### src/rtl/scsi_rf_pkg.sv
package scsi_rf_pkg;

    // slot indices whose meaning the logic depends on
    localparam logic [3:0] SL_CNT_LO  = 4'h0;
    localparam logic [3:0] SL_CNT_MID = 4'h1;
    localparam logic [3:0] SL_FIFO    = 4'h2;
    localparam logic [3:0] SL_CMD     = 4'h3;
    localparam logic [3:0] SL_STAT    = 4'h4;  // write: target id
    localparam logic [3:0] SL_INTR    = 4'h5;  // write: selection timeout
    localparam logic [3:0] SL_SEQ     = 4'h6;  // write: sync period
    localparam logic [3:0] SL_FLAGS   = 4'h7;  // write: sync offset
    localparam logic [3:0] SL_CFG1    = 4'h8;
    localparam logic [3:0] SL_CFG2    = 4'hB;

    // status bits
    localparam logic [7:0] ST_INT  = 8'h80;
    localparam logic [7:0] ST_GERR = 8'h40;
    localparam logic [7:0] ST_PERR = 8'h20;
    localparam logic [7:0] ST_TC   = 8'h10;

    // interrupt reason codes
    localparam logic [7:0] IR_FUNC_DONE = 8'h08;
    localparam logic [7:0] IR_SERVICE   = 8'h10;
    localparam logic [7:0] IR_BUS_RST   = 8'h80;

    localparam logic [7:0] CFG2_KEEP    = 8'h15;
    localparam int unsigned CFG1_QUIET  = 6;

    // operation codes
    localparam logic [6:0] OP_NOP     = 7'h00;
    localparam logic [6:0] OP_FLUSH   = 7'h01;
    localparam logic [6:0] OP_CHIPRST = 7'h02;
    localparam logic [6:0] OP_BUSRST  = 7'h03;
    localparam logic [6:0] OP_XFER    = 7'h10;
    localparam logic [6:0] OP_CMPL    = 7'h11;
    localparam logic [6:0] OP_MSGOK   = 7'h12;
    localparam logic [6:0] OP_ATN     = 7'h1A;
    localparam logic [6:0] OP_SELATN  = 7'h42;
    localparam logic [6:0] OP_SELSTOP = 7'h43;
    localparam logic [6:0] OP_ENSEL   = 7'h44;

    typedef enum logic [2:0] {
        CK_NOP,
        CK_FLUSH,
        CK_CHIPRST,
        CK_BUSRST,
        CK_PASS,
        CK_BAD
    } cmd_kind_e;

    typedef struct packed {
        logic [15:0]     cnt_start;
        logic [15:0]     cnt_cur;
        logic [7:0]      status;
        logic [7:0]      intr;
        logic [7:0]      seq;
        logic [7:0]      cmd_last;
        logic [7:0]      cfg1;
        logic [7:0]      cfg2;
        logic [3:0][7:0] cfg_hi;
        logic [2:0]      bus_id;
        logic [7:0]      sel_tmo;
        logic [7:0]      sync_per;
        logic [7:0]      sync_off;
        logic            irq;
        logic            cmd_pulse;
        logic            cmd_dma;
        logic [6:0]      cmd_code;
    } regs_t;

    function automatic regs_t regs_reset(input logic [7:0] id);
        regs_t r;
        r = '0;
        r.cfg_hi[2] = id;
        return r;
    endfunction

endpackage

### src/rtl/scsi_rf_fifo.sv
module scsi_rf_fifo #(
    parameter int unsigned DEPTH = 16
) (
    input  logic                           clk,
    input  logic                           rst_n,
    input  logic                           clear,
    input  logic                           push,
    input  logic [7:0]                     wdata,
    input  logic                           pop,
    output logic [7:0]                     head,
    output logic [$clog2(DEPTH+1)-1:0]     count,
    output logic                           full,
    output logic                           empty
);
    // DEPTH must be a power of two so the pointers wrap naturally
    localparam int unsigned PTR_W = $clog2(DEPTH);
    localparam int unsigned CNT_W = $clog2(DEPTH + 1);

    typedef struct packed {
        logic [PTR_W-1:0] wp;
        logic [PTR_W-1:0] rp;
        logic [CNT_W-1:0] cnt;
    } fifo_st_t;

    fifo_st_t   f_q, f_d;
    logic [7:0] mem_q [DEPTH];
    logic       do_push, do_pop;

    assign full    = (f_q.cnt == CNT_W'(DEPTH));
    assign empty   = (f_q.cnt == '0);
    assign do_push = push && !full && !clear;
    assign do_pop  = pop && !empty && !clear;
    assign head    = mem_q[f_q.rp];
    assign count   = f_q.cnt;

    always_comb begin
        f_d = f_q;
        if (clear) begin
            f_d = '0;
        end else begin
            if (do_push) f_d.wp = f_q.wp + PTR_W'(1);
            if (do_pop)  f_d.rp = f_q.rp + PTR_W'(1);
            f_d.cnt = f_q.cnt + CNT_W'(do_push) - CNT_W'(do_pop);
        end
    end

    always_ff @(posedge clk or negedge rst_n) begin
        if (!rst_n) f_q <= '0;
        else        f_q <= f_d;
    end

    always_ff @(posedge clk) begin
        if (do_push) mem_q[f_q.wp] <= wdata;
    end

endmodule

### src/rtl/scsi_rf_cmd_dec.sv
module scsi_rf_cmd_dec
    import scsi_rf_pkg::*;
(
    input  logic [7:0] cmd_byte,
    output logic       dma_sel,
    output logic [6:0] op,
    output cmd_kind_e  kind
);
    assign dma_sel = cmd_byte[7];
    assign op      = cmd_byte[6:0];

    always_comb begin
        case (op)
            OP_NOP:     kind = CK_NOP;
            OP_FLUSH:   kind = CK_FLUSH;
            OP_CHIPRST: kind = CK_CHIPRST;
            OP_BUSRST:  kind = CK_BUSRST;
            OP_XFER, OP_CMPL, OP_MSGOK, OP_ATN,
            OP_SELATN, OP_SELSTOP, OP_ENSEL:
                        kind = CK_PASS;
            default:    kind = CK_BAD;
        endcase
    end

endmodule

### src/rtl/scsi_rf_rdmux.sv
module scsi_rf_rdmux
    import scsi_rf_pkg::*;
#(
    parameter int unsigned CNT_W = 5
) (
    input  logic [3:0]       slot,
    input  logic [15:0]      cnt_cur,
    input  logic [7:0]       cmd_last,
    input  logic [7:0]       status,
    input  logic [7:0]       intr,
    input  logic [7:0]       seq,
    input  logic [7:0]       cfg1,
    input  logic [7:0]       cfg2,
    input  logic [3:0][7:0]  cfg_hi,
    input  logic [7:0]       fifo_head,
    input  logic [CNT_W-1:0] fifo_cnt,
    input  logic             fifo_empty,
    output logic [7:0]       rdata
);
    always_comb begin
        case (slot)
            SL_CNT_LO:  rdata = cnt_cur[7:0];
            SL_CNT_MID: rdata = cnt_cur[15:8];
            SL_FIFO:    rdata = fifo_empty ? 8'h00 : fifo_head;
            SL_CMD:     rdata = cmd_last;
            SL_STAT:    rdata = status;
            SL_INTR:    rdata = intr;
            SL_SEQ:     rdata = seq;
            SL_FLAGS:   rdata = 8'(fifo_cnt);
            SL_CFG1:    rdata = cfg1;
            SL_CFG2:    rdata = cfg2;
            4'hC, 4'hD, 4'hE, 4'hF:
                        rdata = cfg_hi[slot[1:0]];
            default:    rdata = 8'h00;
        endcase
    end

endmodule

### src/rtl/scsi_regfront.sv
module scsi_regfront
    import scsi_rf_pkg::*;
#(
    parameter int unsigned SLOT_LSB   = 2,
    parameter int unsigned FIFO_DEPTH = 16,
    parameter logic [7:0]  CHIP_ID    = 8'h04
) (
    input  logic                  clk,
    input  logic                  rst_n,
    input  logic                  bus_sel,
    input  logic                  bus_wr,
    input  logic [SLOT_LSB+3:0]   bus_addr,
    input  logic [7:0]            bus_wdata,
    output logic [7:0]            bus_rdata,
    input  logic                  dma_done,
    output logic                  irq,
    output logic                  cmd_valid,
    output logic [6:0]            cmd_code,
    output logic                  cmd_dma,
    output logic [16:0]           xfer_len,
    output logic [2:0]            target_id,
    output logic [7:0]            sel_timeout,
    output logic [7:0]            sync_period,
    output logic [7:0]            sync_offset
);
    localparam int unsigned FCNT_W = $clog2(FIFO_DEPTH + 1);

    regs_t             st_q, st_d;
    logic [3:0]        acc_slot;
    logic              unused_addr_lo;
    logic              rd_acc, wr_acc;

    logic              dec_dma;
    logic [6:0]        dec_op;
    cmd_kind_e         dec_kind;

    logic              fifo_clr, fifo_push, fifo_pop;
    logic [7:0]        fifo_head;
    logic [FCNT_W-1:0] fifo_cnt;
    logic              fifo_full, fifo_empty;

    assign acc_slot       = bus_addr[SLOT_LSB +: 4];
    assign unused_addr_lo = ^bus_addr[SLOT_LSB-1:0];
    assign rd_acc         = bus_sel && !bus_wr;
    assign wr_acc         = bus_sel && bus_wr;

    scsi_rf_cmd_dec u_dec (
        .cmd_byte (bus_wdata),
        .dma_sel  (dec_dma),
        .op       (dec_op),
        .kind     (dec_kind)
    );

    scsi_rf_fifo #(
        .DEPTH (FIFO_DEPTH)
    ) u_fifo (
        .clk   (clk),
        .rst_n (rst_n),
        .clear (fifo_clr),
        .push  (fifo_push),
        .wdata (bus_wdata),
        .pop   (fifo_pop),
        .head  (fifo_head),
        .count (fifo_cnt),
        .full  (fifo_full),
        .empty (fifo_empty)
    );

    scsi_rf_rdmux #(
        .CNT_W (FCNT_W)
    ) u_rdmux (
        .slot       (acc_slot),
        .cnt_cur    (st_q.cnt_cur),
        .cmd_last   (st_q.cmd_last),
        .status     (st_q.status),
        .intr       (st_q.intr),
        .seq        (st_q.seq),
        .cfg1       (st_q.cfg1),
        .cfg2       (st_q.cfg2),
        .cfg_hi     (st_q.cfg_hi),
        .fifo_head  (fifo_head),
        .fifo_cnt   (fifo_cnt),
        .fifo_empty (fifo_empty),
        .rdata      (bus_rdata)
    );

    always_comb begin
        st_d           = st_q;
        st_d.cmd_pulse = 1'b0;
        fifo_push      = 1'b0;
        fifo_pop       = 1'b0;
        fifo_clr       = 1'b0;

        // host reads with side effects
        if (rd_acc) begin
            case (acc_slot)
                SL_FIFO: fifo_pop = !fifo_empty;
                SL_INTR: begin
                    st_d.status = st_q.status & ~(ST_INT | ST_GERR | ST_PERR);
                    st_d.irq    = 1'b0;
                end
                default: ;
            endcase
        end

        // host writes
        if (wr_acc) begin
            case (acc_slot)
                SL_CNT_LO: begin
                    st_d.cnt_start[7:0] = bus_wdata;
                    st_d.status         = st_q.status & ~ST_TC;
                end
                SL_CNT_MID: begin
                    st_d.cnt_start[15:8] = bus_wdata;
                    st_d.status          = st_q.status & ~ST_TC;
                end
                SL_FIFO: fifo_push = !fifo_full;
                SL_CMD: begin
                    st_d.cmd_last = bus_wdata;
                    st_d.cmd_dma  = dec_dma;
                    if (dec_dma) st_d.cnt_cur = st_q.cnt_start;
                    case (dec_kind)
                        CK_FLUSH: begin
                            st_d.intr = IR_FUNC_DONE;
                            st_d.seq  = 8'h00;
                            fifo_clr  = 1'b1;
                        end
                        CK_CHIPRST: begin
                            st_d     = regs_reset(CHIP_ID);
                            fifo_clr = 1'b1;
                        end
                        CK_BUSRST: begin
                            st_d.intr = IR_BUS_RST;
                            if (!st_q.cfg1[CFG1_QUIET]) st_d.irq = 1'b1;
                        end
                        CK_BAD:  st_d.status = st_q.status | ST_GERR;
                        default: ;
                    endcase
                    if (dec_kind != CK_BAD) begin
                        st_d.cmd_pulse = 1'b1;
                        st_d.cmd_code  = dec_op;
                    end
                end
                SL_STAT:  st_d.bus_id   = bus_wdata[2:0];
                SL_INTR:  st_d.sel_tmo  = bus_wdata;
                SL_SEQ:   st_d.sync_per = bus_wdata;
                SL_FLAGS: st_d.sync_off = bus_wdata;
                SL_CFG1:  st_d.cfg1     = bus_wdata;
                SL_CFG2:  st_d.cfg2     = bus_wdata & CFG2_KEEP;
                4'hC, 4'hD, 4'hE, 4'hF:
                          st_d.cfg_hi[acc_slot[1:0]] = bus_wdata;
                default: ;
            endcase
        end

        // burst completion lands on top of any host effect
        if (dma_done) begin
            st_d.status  = st_d.status | ST_INT | ST_TC;
            st_d.intr    = IR_SERVICE;
            st_d.seq     = 8'h00;
            st_d.cnt_cur = 16'h0000;
            st_d.irq     = 1'b1;
            fifo_clr     = 1'b1;
        end
    end

    always_ff @(posedge clk or negedge rst_n) begin
        if (!rst_n) st_q <= regs_reset(CHIP_ID);
        else        st_q <= st_d;
    end

    assign irq         = st_q.irq;
    assign cmd_valid   = st_q.cmd_pulse;
    assign cmd_code    = st_q.cmd_code;
    assign cmd_dma     = st_q.cmd_dma;
    assign xfer_len    = (st_q.cnt_cur == 16'h0000) ? 17'h10000 : {1'b0, st_q.cnt_cur};
    assign target_id   = st_q.bus_id;
    assign sel_timeout = st_q.sel_tmo;
    assign sync_period = st_q.sync_per;
    assign sync_offset = st_q.sync_off;

endmodule

### config.mk
export PLATFORM = sky130hd
export DESIGN_NAME = scsi_regfront
export DESIGN_NICKNAME = d
export VERILOG_FILES = /design/src/rtl/scsi_rf_pkg.sv /design/src/rtl/scsi_rf_fifo.sv /design/src/rtl/scsi_rf_cmd_dec.sv /design/src/rtl/scsi_rf_rdmux.sv /design/src/rtl/scsi_regfront.sv
export SDC_FILE = /design/constraint.sdc
export NUM_CORES = 1
export LEC_CHECK = 0
export BUFFER_PORTS_ARGS = -buffer_cell sky130_fd_sc_hd__buf_2
export CORE_UTILIZATION = 60
export DETAILED_ROUTE_END_ITERATION = 8
export PLACE_DENSITY = 0.8
export SYNTH_ARGS = -nofsm -noshare
export SYNTH_HDL_FRONTEND = slang
export SYNTH_SLANG_ARGS = --single-unit
### constraint.sdc
create_clock -name clk -period 3.19 [get_ports clk]
set_input_delay 0 -clock clk [delete_from_list [all_inputs] [get_ports clk]]
set_output_delay 0 -clock clk [all_outputs]
set_load 0.05 [all_outputs]
== Yosys cells after proc, flatten, opt, wreduce, memory -nomap -nowiden ==
Memory sizes are Yosys's and may differ from the RTL's.
Index checks and enable logic that the tools add are counted.
Word-level totals
  flip-flop bits (word level): 162
  bits in writable memories: 128
  bits of input ports: 19
  word-level logic and storage cells: 169
  memories kept: 1
Memory list
  u_fifo.mem_q: words 16, bits a word 8, rd ports 1, clocked after Yosys merged registers in 0, wr ports 1, RTL line scsi_rf_fifo.sv:26  | logic [7:0] mem_q [DEPTH];
Cells by class
  $add $sub $neg: 4
  magnitude comparators: 2
  equality and inequality tests: 32
  mux-type cells: 53
  reductions and logical operators: 51
Operators with widths (number)
  one-hot mux 8 bit (2 select lines): 9
  2-to-1 mux 133 bit: 1
  one-hot mux 8 bit (11 select lines): 1
  2-to-1 mux 83 bit: 1
  one-hot mux 32 bit (2 select lines): 1
  2-to-1 mux 8 bit: 7
  2-to-1 mux 40 bit: 1
  AND reduction 3 bit: 13
  bitwise mux 32 bit: 1
  2-to-1 mux 16 bit: 2
  2-to-1 mux 32 bit: 1
  nonzero test 2 bit: 15
  equality test 7 x 5 -> 1 bit, second input constant: 4
  equality test 4 bit, second input constant: 6
  2-to-1 mux 24 bit: 1
  one-hot mux 8 bit (3 select lines): 1
  equality test 7 bit, second input constant: 3
  2-to-1 mux 17 bit: 1
  binary-select mux 8 bit (select 2 bit): 1
  demux 8 bit (select 2 bit): 1
  equality test 4 x 3 -> 1 bit, second input constant: 4
  logical NOT 16 bit: 1
  2-to-1 mux 1 bit: 15
  one-hot mux 3 bit (5 select lines): 1
  33 further kinds: 50

== Longest topological paths before layout ==
  word-level depth: 14
  mapped depth: 16
  depth with buffers taken out: 14

== Modules after synthesis ==
From an unflattened synthesis, not the netlist that was laid out.
Unflattened totals
  cells, all modules: 1050
  area, all modules: 12753.5 um^2
By module, submodules not included
  scsi_rf_fifo: times used 1, cells each 340, area each 5856.9 um^2
  scsi_regfront: times used 1, cells each 565, area each 5716.7 um^2
  scsi_rf_rdmux: times used 1, cells each 127, area each 1031.0 um^2
  scsi_rf_cmd_dec: times used 1, cells each 18, area each 148.9 um^2

== Worst setup path after synthesis ==
OpenSTA, ideal clock, no wires.
  path kind: in2reg
  from: input bus_addr[4]
  to: register u_fifo.f_q, in the netlist u_fifo.count[4]
  library setup time: 0.132 ns
  arrival: 2.609 ns
  required time: 3.058 ns
  setup slack: 0.449 ns
  stages: 16
  path buffers: 3
  cells stage by stage: buf_4 -> and4bb_2 -> and4_1 -> buf_2 -> a21o_2 -> clkbuf_1 -> nor2_1 -> ha_1 -> inv_1 -> ha_1 -> fa_1 -> a21oi_1 -> nor2_1 -> nor2_1 -> xnor2_1 -> nor2_1
RTL lines
  start: declaration: RTL line scsi_regfront.sv:12  | input logic [SLOT_LSB+3:0] bus_addr,
  end signal: assignment: RTL line scsi_rf_fifo.sv:48  | if (!rst_n) f_q <= '0;
  end signal: assignment: RTL line scsi_rf_fifo.sv:49  | else f_q <= f_d;
  end: declaration: RTL line scsi_rf_fifo.sv:25  | fifo_st_t f_q, f_d;

== Worst setup path in the final report ==
  from: register u_fifo.f_q[5] (netlist bit)
  to: output bus_rdata[4]
Between the ends
  word-level cells in the longest chain between the ends: 3
Ends and longest elaborated chain
  memory read (16 x 8 bit)
  2-to-1 mux 8 bit: RTL line scsi_rf_rdmux.sv:24  | SL_FIFO: rdata = fifo_empty ? 8'h00 : fifo_head;
  one-hot mux 8 bit (11 select lines): RTL line scsi_rf_rdmux.sv:21  | case (slot)
  end: declaration: RTL line scsi_regfront.sv:14  | output logic [7:0] bus_rdata,
No other way between the ends.

==> summary.txt <==
Run status - finished with violations
Failing checks - negative hold slack
F_max - 345 MHz
I/O pins - 81
Final Cycle Share - 90.9%
Ys Warns - 0
Clock-pin transition on the worst setup and hold timing paths - 0.06 ns
Final ANT Viol Nets - 0
P_leak - 5.37 nW
Drc violations - 0
Global-route usage over all layers - 28.5%
First-pass GRT wire length - 43,100 µm
Die Y - 143 µm
Routed vias/inst - 6.33
CTS Sinks - 267
Pwr dens - 612 nW/µm²
MaxCap Viol Count - 0
1st-iter DRT viols - 743
Worst r2r dst - u_fifo.count[4]$_DFF_PN0_
Worst Hold Launch - bus_wdata[4]
Cell Area, Synth - 11,900 µm²
WS Path Type - reg -> out
Post-Synthesis Cells - 870
Fin cells - 1,198
# H-tree levels - 1
Min-Delay Path Class - in -> reg
Total Nets Final - 943
Max clock buf depth - 3
Register-to-Register Path Depth - 14
Worst r2r src - u_fifo.count[2]$_DFF_PN0_
Die ar. - 20,500 µm²
Routability Congestion - 0.968
Row cnt - 51
Grt ovf - 0
CP Launch Type - register
Top cells by area, synth - edfxtp_1 32%, dfrtp_1 29%, mux4_2 7.2%, a22o_1 5.1%, mux2_2 2.5%
VDD IR max - 0.421 mV
Smallest hold slack - -0.00819 ns
Share of cells above drive strength 1 - 25.6%
Sequential Area - 7330 µm²
Max Transition Viols Final - 0
Placed cells - 1,142
Min-Delay Path Depth - 4
Routed len/inst - 23.6 µm
Post-synth EDFFs - 128
Worst EP arrival - 2.90 ns
Syn_nets - 901
Flop-to-flop setup slack - 0.57 ns
Vias in the first global route - 7,346
Setup crit end kind - output port
Post-route minimum period - 2.90 ns
Clock root buffer - clkbuf_16
Synth Area per Inst - 13.7 µm²
Synth unique cells - 68
Ys async rst share - 52.1%
IO buf count - 78
Relative slew slack - 21.2%
Fin util - 68.4%
Multi-input gate area - 4030 µm²
CTS tree - yes
CP Max Fanout - 19
Initial antenna violation count - 0
Sequential element share of the synthesized area - 61.3%
Hpwl dp - 18,000 µm
Clk Latency, worst-skew pair - 0.54 ns
Critical Path RT - 3.19 ns
Clock skew - 0.0178 ns
Layout fillers - 1,363
Area grow syn2layout - 11.5%
Largest net degree at the start of global routing - 92
Die Wd - 143 µm
Post-synthesis register bit count - 267
Final TNS setup - 0 ns
Total wire length - 28,300 µm
Tightest Pin Transition - 1.18 ns
Num CTS Buffers - 29
Fin. Hold Viols - 2
Final Power - 0.00815 W
Initial Util - 61.4%
Synth area leader - edfxtp_1
RSZ-0062 raised after global routing - false
Most used DFF post-synth - dfrtp_1
N_diodes - 0
Post-synth top area share - 32.2%
Hold Path End - st_q[89]$_DFFE_PN0P_
Final setup viols - 0
Core Area - 19,500 µm²
1st-pass router iterations - 5
Vias - 7,581
critical path, cell delays in order, from the launching register on:
cell and delay (ns):
dfrtp_4 0.66, buf_4 0.28, mux2i_1 0.32, a221oi_1 0.16, and3_1 0.21, a211oi_1 0.25, nand4_1 0.21, buf_2 0.27
stage by stage:
step	hold WS, ns	setup WS, ns	cell area (µm²)
global route	0.0382	0.119	13300
finish	-0.00819	0.291	13300
global placement	0.117	0.512	12400
floorplan	-0.296	0.449	11900
detailed placement	0.126	0.488	12400
CTS	0.00195	0.122	13300
cell families after synthesis:
family,share of synthesized area (%)
adder cells (fa/ha/maj),1.32
multiplexers,11.9
AO/OA/AOI/OAI,10.9
XOR/XNOR,0.807
AND/OR/NAND/NOR,8.83
buffers and inverters,5.00
flip-flops,61.3
registers in the layout (all words and copies together), names as in the netlist:
name and flops:
sel_timeout 8, sync_period 8, cmd_code 7, irq 1, st_q 90, u_fifo.mem_q 128, cmd_valid 1, u_fifo.f_q 8
u_fifo.count 5, sync_offset 8, target_id 3
how the worst max path moves through the flow:
stage | end | cells past startpoint | slack, ns | startpoint
floorplan | u_fifo.count[4]$_DFF_PN0_ | 16 | 0.45 | bus_addr[4]
global placement | u_fifo.count[4]$_DFF_PN0_ | 14 | 0.51 | bus_addr[4]
detailed placement | u_fifo.count[4]$_DFF_PN0_ | 14 | 0.49 | bus_wdata[5]
CTS | bus_rdata[4] | 7 | 0.12 | u_fifo.f_q[5]$_DFFE_PN0P_
global route | bus_rdata[4] | 7 | 0.12 | u_fifo.f_q[5]$_DFFE_PN0P_
finish | bus_rdata[4] | 7 | 0.29 | u_fifo.f_q[5]$_DFFE_PN0P_
power breakdown:
part,leakage (nW),total (W),internal (W),switching [W]
sequential,2.98,0.00396,0.00382,0.000131
combinational,1.94,0.000953,0.000302,0.000652
clock,0.445,0.00324,0.00188,0.00136
total,5.37,0.00815,0.00601,0.00214
metal layers:
metal	track usage [%]	routed length, µm	vias up
met3	5.50	2560	72
met5	0	0	-
met2	43.6	13000	432
li1	-	-	3312
met4	10.2	1030	0
met1	40.8	11700	3765
cells in the mapped netlist, types with 3 or more instances:
library cell and number:
buf_2 14, nand2b_1 3, xor2_1 5, o21ai_0 26
a22o_1 69, and3_1 16, nor4b_1 3, nor2b_1 7
ha_1 11, and2_1 16, xnor2_1 6, o221ai_1 5
a21o_1 4, mux4_2 38, nor3_1 9, a32oi_1 4
o211ai_1 5, edfxtp_1 128, nand2_1 79, nand3_1 8
nor2_1 41, buf_4 37, a22oi_1 6, o22a_1 5
nor3_2 4, inv_1 17, dfrtp_1 138, buf_1 6
o21ai_1 3, a221oi_1 3, a211oi_1 3, nand4_1 3
a21oi_1 10, nor4_1 5, clkbuf_1 41, mux2i_1 26
mux2_2 27
placed cells by master, fill, tap and decap left out, types with 4 or more instances in the layout:
master           n
edfxtp_1       128
mux2i_1         26
nand3_1          8
ha_1            11
nor3_2           4
clkbuf_16       29
nor2b_1          7
xnor2_1          6
nor4_1           5
nand2_1         79
nor2_1          41
dlygate4sd3_1    4
mux4_2          38
o211ai_1         5
clkbuf_1         6
and3_1          16
buf_2           77
a21oi_1          9
o221ai_1         5
clkinv_2         6
inv_1           17
o21ai_0         26
a32oi_1          4
o22a_1           5
a21o_1           4
mux2_2          27
xor2_1           5
nor3_1           9
a22oi_1          6
dfrtp_1        137
and2_1          16
buf_4           28
a22o_1          69
layout make-up:
type | count | share of cell area [%]
Clock inverter | 15 | 1.07
Timing Repair Buffer | 110 | 4.86
Inverter | 18 | 0.507
Multi-Input combinational cell | 486 | 30.2
Sequential cell | 267 | 55.0
Tap cell | 265 | 2.49
Clock buffer | 37 | 5.82
timing repair:
item / CTS / global route
buffers inserted: 0 / 0
endpoints found under the hold margin: 127 / 0
resized for setup: 0 / 1
endpoints found under the setup margin: 0 / 1
hold buffers: 4 / 0
No activity file was read; power rests on OpenSTA's default activity.
